**src/rtl/wkup_clear_sel.sv**
```systemverilog
module wkup_clear_sel #(
  parameter int NLINES = 32,
  parameter int AUTO_DLY = 8,
  parameter logic [NLINES-1:0] DIRECT_MASK = {4'hF, {(NLINES-4){1'b0}}}
) (
  input  logic              clk,
  input  logic              rst_n,
  input  logic [NLINES-1:0] trig_pulse,
  input  logic [NLINES-1:0] direct_lvl,
  input  logic [3:0]        clr_evt,
  input  logic              cfg_we,
  input  logic [1:0]        cfg_addr,
  input  logic [31:0]       cfg_wdata,
  output logic [31:0]       cfg_rdata,
  output logic [NLINES-1:0] wake
);

  localparam int CNT_W = (AUTO_DLY > 1) ? $clog2(AUTO_DLY) : 1;
  localparam logic [CNT_W-1:0] CNT_LOAD = CNT_W'(AUTO_DLY - 1);

  logic [NLINES-1:0] en_q;
  logic [1:0]        code_q [NLINES];

  always_ff @(posedge clk or negedge rst_n) begin
    if (!rst_n) begin
      en_q <= '0;
      for (int i = 0; i < NLINES; i++) code_q[i] <= 2'b00;
    end else if (cfg_we) begin
      case (cfg_addr)
        2'd0: en_q <= cfg_wdata[NLINES-1:0];
        2'd1, 2'd2: begin
          for (int i = 0; i < NLINES; i++)
            if ((i < 16) == (cfg_addr == 2'd1))
              code_q[i] <= cfg_wdata[2*(i%16) +: 2];
        end
        default: begin
          for (int i = 0; i < NLINES; i++)
            if (cfg_wdata[i]) begin
              en_q[i]   <= 1'b0;
              code_q[i] <= 2'b00;
            end
        end
      endcase
    end
  end

  always_comb begin
    cfg_rdata = '0;
    case (cfg_addr)
      2'd0: cfg_rdata[NLINES-1:0] = en_q;
      2'd1, 2'd2: begin
        for (int i = 0; i < NLINES; i++)
          if ((i < 16) == (cfg_addr == 2'd1))
            cfg_rdata[2*(i%16) +: 2] = code_q[i];
      end
      default: cfg_rdata = '0;
    endcase
  end

  for (genvar g = 0; g < NLINES; g++) begin : g_line
    logic pend_q;
    logic sel_hit;
    assign sel_hit = clr_evt[code_q[g]];
    assign wake[g] = pend_q;

    if (DIRECT_MASK[g]) begin : g_dir
      always_ff @(posedge clk or negedge rst_n) begin
        if (!rst_n)              pend_q <= 1'b0;
        else if (direct_lvl[g])  pend_q <= 1'b1;
        else if (!en_q[g])       pend_q <= 1'b0;
        else if (sel_hit)        pend_q <= 1'b0;
      end

      AST_DIR_SET:   assert property (@(posedge clk) disable iff (!rst_n)
        direct_lvl[g] |=> wake[g]);
      AST_DIR_AUTO:  assert property (@(posedge clk) disable iff (!rst_n)
        (!en_q[g] && !direct_lvl[g]) |=> !wake[g]);
      AST_DIR_HOLD:  assert property (@(posedge clk) disable iff (!rst_n)
        (wake[g] && en_q[g] && !sel_hit && !(cfg_we && cfg_addr != 2'd1 && cfg_addr != 2'd2)) |=> wake[g]);
    end else begin : g_cfg
      logic [CNT_W-1:0] cnt_q;
      always_ff @(posedge clk or negedge rst_n) begin
        if (!rst_n) begin
          pend_q <= 1'b0;
          cnt_q  <= '0;
        end else if (trig_pulse[g]) begin
          pend_q <= 1'b1;
          cnt_q  <= CNT_LOAD;
        end else if (pend_q) begin
          if (en_q[g]) begin
            if (sel_hit) pend_q <= 1'b0;
          end else if (cnt_q == '0) begin
            pend_q <= 1'b0;
          end else begin
            cnt_q <= cnt_q - 1'b1;
          end
        end
      end

      AST_TRIG_SET:   assert property (@(posedge clk) disable iff (!rst_n)
        trig_pulse[g] |=> wake[g]);
      AST_AUTO_HOLD:  assert property (@(posedge clk) disable iff (!rst_n)
        (wake[g] && !en_q[g] && cnt_q != '0 && !trig_pulse[g]) |=> wake[g]);
      AST_EVT_CLEAR:  assert property (@(posedge clk) disable iff (!rst_n)
        (wake[g] && en_q[g] && sel_hit && !trig_pulse[g]) |=> !wake[g]);
      AST_IDLE_STAY:  assert property (@(posedge clk) disable iff (!rst_n)
        (!wake[g] && !trig_pulse[g]) |=> !wake[g]);
    end

    AST_CFG_CLEAR: assert property (@(posedge clk) disable iff (!rst_n)
      (cfg_we && cfg_addr == 2'd3 && cfg_wdata[g]) |=> (!en_q[g] && code_q[g] == 2'b00));
  end

endmodule

```
**config.mk**
```make
export PLATFORM = sky130hd
export DESIGN_NAME = wkup_clear_sel
export DESIGN_NICKNAME = d
export VERILOG_FILES = /design/src/rtl/wkup_clear_sel.sv
export SDC_FILE = /design/constraint.sdc
export NUM_CORES = 1
export LEC_CHECK = 0
export ABC_AREA = 1
export CAP_MARGIN = 10
export CORE_ASPECT_RATIO = 1.75
export CORE_UTILIZATION = 40
export DETAILED_ROUTE_END_ITERATION = 16
export DONT_BUFFER_PORTS = 1
export PLACE_DENSITY = 0.59
export SETUP_SLACK_MARGIN = 0.4
export SLEW_MARGIN = 20
export SYNTH_ARGS = -nofsm -noshare
export SYNTH_HDL_FRONTEND = slang
export SYNTH_SLANG_ARGS = --single-unit
```
**constraint.sdc**
```tcl
create_clock -name clk -period 2.3 [get_ports clk]
set_input_delay 0.345 -clock clk [delete_from_list [all_inputs] [get_ports clk]]
set_output_delay 0.345 -clock clk [all_outputs]
set_load 0.01 [all_outputs]
```
==> flow_summary.yaml <==
status:
  status: "finished, violations left"
  violations: "negative hold slack"
route:
  drc: 0
  vias_per_cell: 5.01
  first_pass_iters: 5
  postRouteAntennaNets: 0
  wirelength_um: 40700
  via_count: 12800
  first_iter_violations: 819
  wl_per_cell_um: 15.9
synth:
  async_flop_share: 1.00
  syn_inst: 2016
  synth_xor_area_frac: 0
  yosys.area_share.simple: 0.363
  synth_top_area_share: 0.392
  synth_enable_flop_cells: 0
  synth_fa_ha_area_frac: 0.0574
  synth_top_family_by_area: "simple AND/OR/NAND/NOR gates"
  synth.area.top_cells: "dfrtp_1, nand2_1, inv_1"
  synth.mux.area_fraction: 0
  synthTopCellsByCount: "nand2_1, inv_1, nand3_1"
  synthFlopType: "dfrtp_1"
  ys_seq_elements: 212
  syn_nets: 2183
  synth_compound_area_frac: 0.0359
  synth_top_cell_by_area: "dfrtp_1"
  synth.avg_cell_area_um2: 6.71
  ys_seq_area_frac: 0.392
  synth_warnings: 0
  synth_area_um2: 13500
  yosysUniqueCellTypes: 19
  yosysMostFrequentCell: "nand2_1"
worst_setup_path:
  worst_ep_required_time_ns: 1.96
  rr_worst_depth: 7
  r2r-start: "g_line[22].g_cfg.cnt_q[0]"
  start_kind: "flip-flop"
  startpoint: "en_q[26]"
  critPathArrivalTime_ns: 1.55
  criticalPathCategory: "reg -> out"
  crit_end: "cfg_rdata[26]"
  r2r_end: "g_line[22].g_cfg.cnt_q[2]"
  worstPathMaxFanout: 4
  rrSetupSlack_ns: 1.06
  end_kind: "primary output"
clock_network:
  cts_root_buffer: "clkbuf_16"
  cts_buffer_depth: 3
  h-tree-depth: 1
  clk-insertion-delay-late_ns: 0.55
  hold_buffers: 55
  clkSinkCount: 212
  numCtsBuffers: 23
  clk_pin_slew_ns: 0.07
  cts_tree: "yes"
timing:
  period_needed_ns: 1.90
  rsz0062_at_grt: "yes"
  hold_violations: 212
  hold_ws_ns: -0.509
  tightest_slew_ns: 0.525
  slew_headroom: 0.650
  maxSlewViolCount: 0
  fin_worst_skew_ns: 0.0324
  finalSetupViolCount: 0
  min_period_over_period: 0.824
  fmax_ghz: 0.527
  setup_tns_ns: 0
job:
  cap_violations: 0
placement:
  portBuffers: 0
  gp_congestion: 0.853
  dp_hpwl_um: 28300
  dpl_cell_area_um2: 14100
layout:
  nets: 2258
  syn2layout_area_growth_pct: 16.3
  antenna_cells: 0
  drive_above_1_share: 0.0774
  final_area_um2: 15700
  fin_util: 0.474
power:
  power_mw: 13.2
  leakage_nw: 8.98
  powerDensity_nw_per_um2: 840
  vdd_drop_max_mv: 0.607
min_path:
  min_path_type: "in -> async"
die:
  io_pins: 169
  rows: 88
  initial_utilization: 0.408
  coreArea_um2: 33100
  die_h_um: 245
  die_x_um: 141
  fp.dieArea_um2: 34600
grt:
  overflow: 0
  grt_pass1_wl_um: 65300
  grt_pass1_vias: 12700
  antenna_found_initial: 0
  grt_max_degree: 213
  grt_usage: 0.241
[how the worst min path moves through the flow]
stage | cells after the start | end | start | slack [ns]
2_1_floorplan | 0 | code_q[0] | rst_n | 0.05
3_3_place_gp | 0 | g_line[5].g_cfg.cnt_q[0] | rst_n | 0.06
3_5_place_dp | 0 | g_line[5].g_cfg.cnt_q[0] | rst_n | 0.05
4_1_cts | 0 | g_line[5].g_cfg.cnt_q[1] | rst_n | -0.52
5_1_grt | 0 | g_line[5].g_cfg.cnt_q[0] | rst_n | -0.52
6_report | 0 | g_line[28].pend_q | rst_n | -0.51
[registers in the layout (all words and copies together) (netlist names)]
| signal | count |
|---|---|
| code_q | 64 |
| en_q | 32 |
| g_line.g_cfg.cnt_q | 84 |
| g_line.pend_q | 32 |
[critical path, cell delays in order, from the launching register on]
cell and delay, ns:
dfrtp_1 0.57, nand2_1 0.10, a21oi_1 0.19, buf_4 0.15
[cell families after synthesis]
| kind of cell | count (synthesis) |
|---|---|
| adders and majority gates | 62 |
| AOI/OAI and AO/OA | 97 |
| and+or+nand+nor | 1162 |
| buffers and inverters | 483 |
| DFF | 212 |
[routing by layer]
| metal | vias to the layer above | part of all wire | global-route usage |
|---|---|---|---|
| met5 | - | 0 | 0 |
| met4 | 0 | 0.062 | 0.149 |
| met3 | 113 | 0.058 | 0.0330 |
| met2 | 363 | 0.49 | 0.423 |
| met1 | 6036 | 0.39 | 0.275 |
| li1 | 6289 | - | - |
[report_power, final]
group	leakage, nW	internal, mW	switching [mW]	total [mW]
logic	6.18	1.59	2.45	4.04
clock network	0.376	2.22	1.62	3.84
registers	2.43	4.57	0.756	5.32
total	8.98	8.38	4.82	13.2
[area by class of cell]
| type | instances | area (um2) |
|---|---|---|
| fillers | 3388 | 17400 |
| multi-input cells | 1321 | 6290 |
| flip-flops and latches | 212 | 5310 |
| inverters | 398 | 1500 |
| repair buffers | 135 | 1300 |
| clock buffers | 32 | 659 |
| well taps | 450 | 563 |
| clock inverters | 8 | 93.8 |
[what timing repair did]
action / 4_1_cts / 5_1_grt
setup endpoints to repair: 13 / 26
buffers inserted: 3 / 24
gates cloned: 0 / 0
pin swaps: 2 / 9
hold endpoints to repair: 286 / 212
resized for setup: 15 / 23
[per-stage QoR]
stage	setup WS [ns]	instances	hold WS, ns
3_3_place_gp	0.298	2434	0.0557
6_report	0.404	2556	-0.509
3_5_place_dp	0.289	2434	0.0541
4_1_cts	0.388	2532	-0.518
5_1_grt	0.339	2556	-0.517
2_1_floorplan	0.559	2016	0.0494
[layout by cell type (no fill, tap or decap), types with 2 or more instances in the layout]
cell type	instances
clkinv_2	5
a21oi_1	8
nand2_1	827
dlygate4sd3_1	55
clkbuf_16	23
nand3_2	5
nand4_1	56
a21oi_2	24
ha_1	60
bufinv_16	2
clkbuf_8	5
buf_12	12
o21ai_0	34
nand3_1	267
buf_4	68
inv_2	8
clkbuf_1	4
o21ai_1	31
inv_1	389
dfrtp_1	211
nand2_4	2
nor2_8	2
Note: power is estimated with default switching activity, not from simulation.
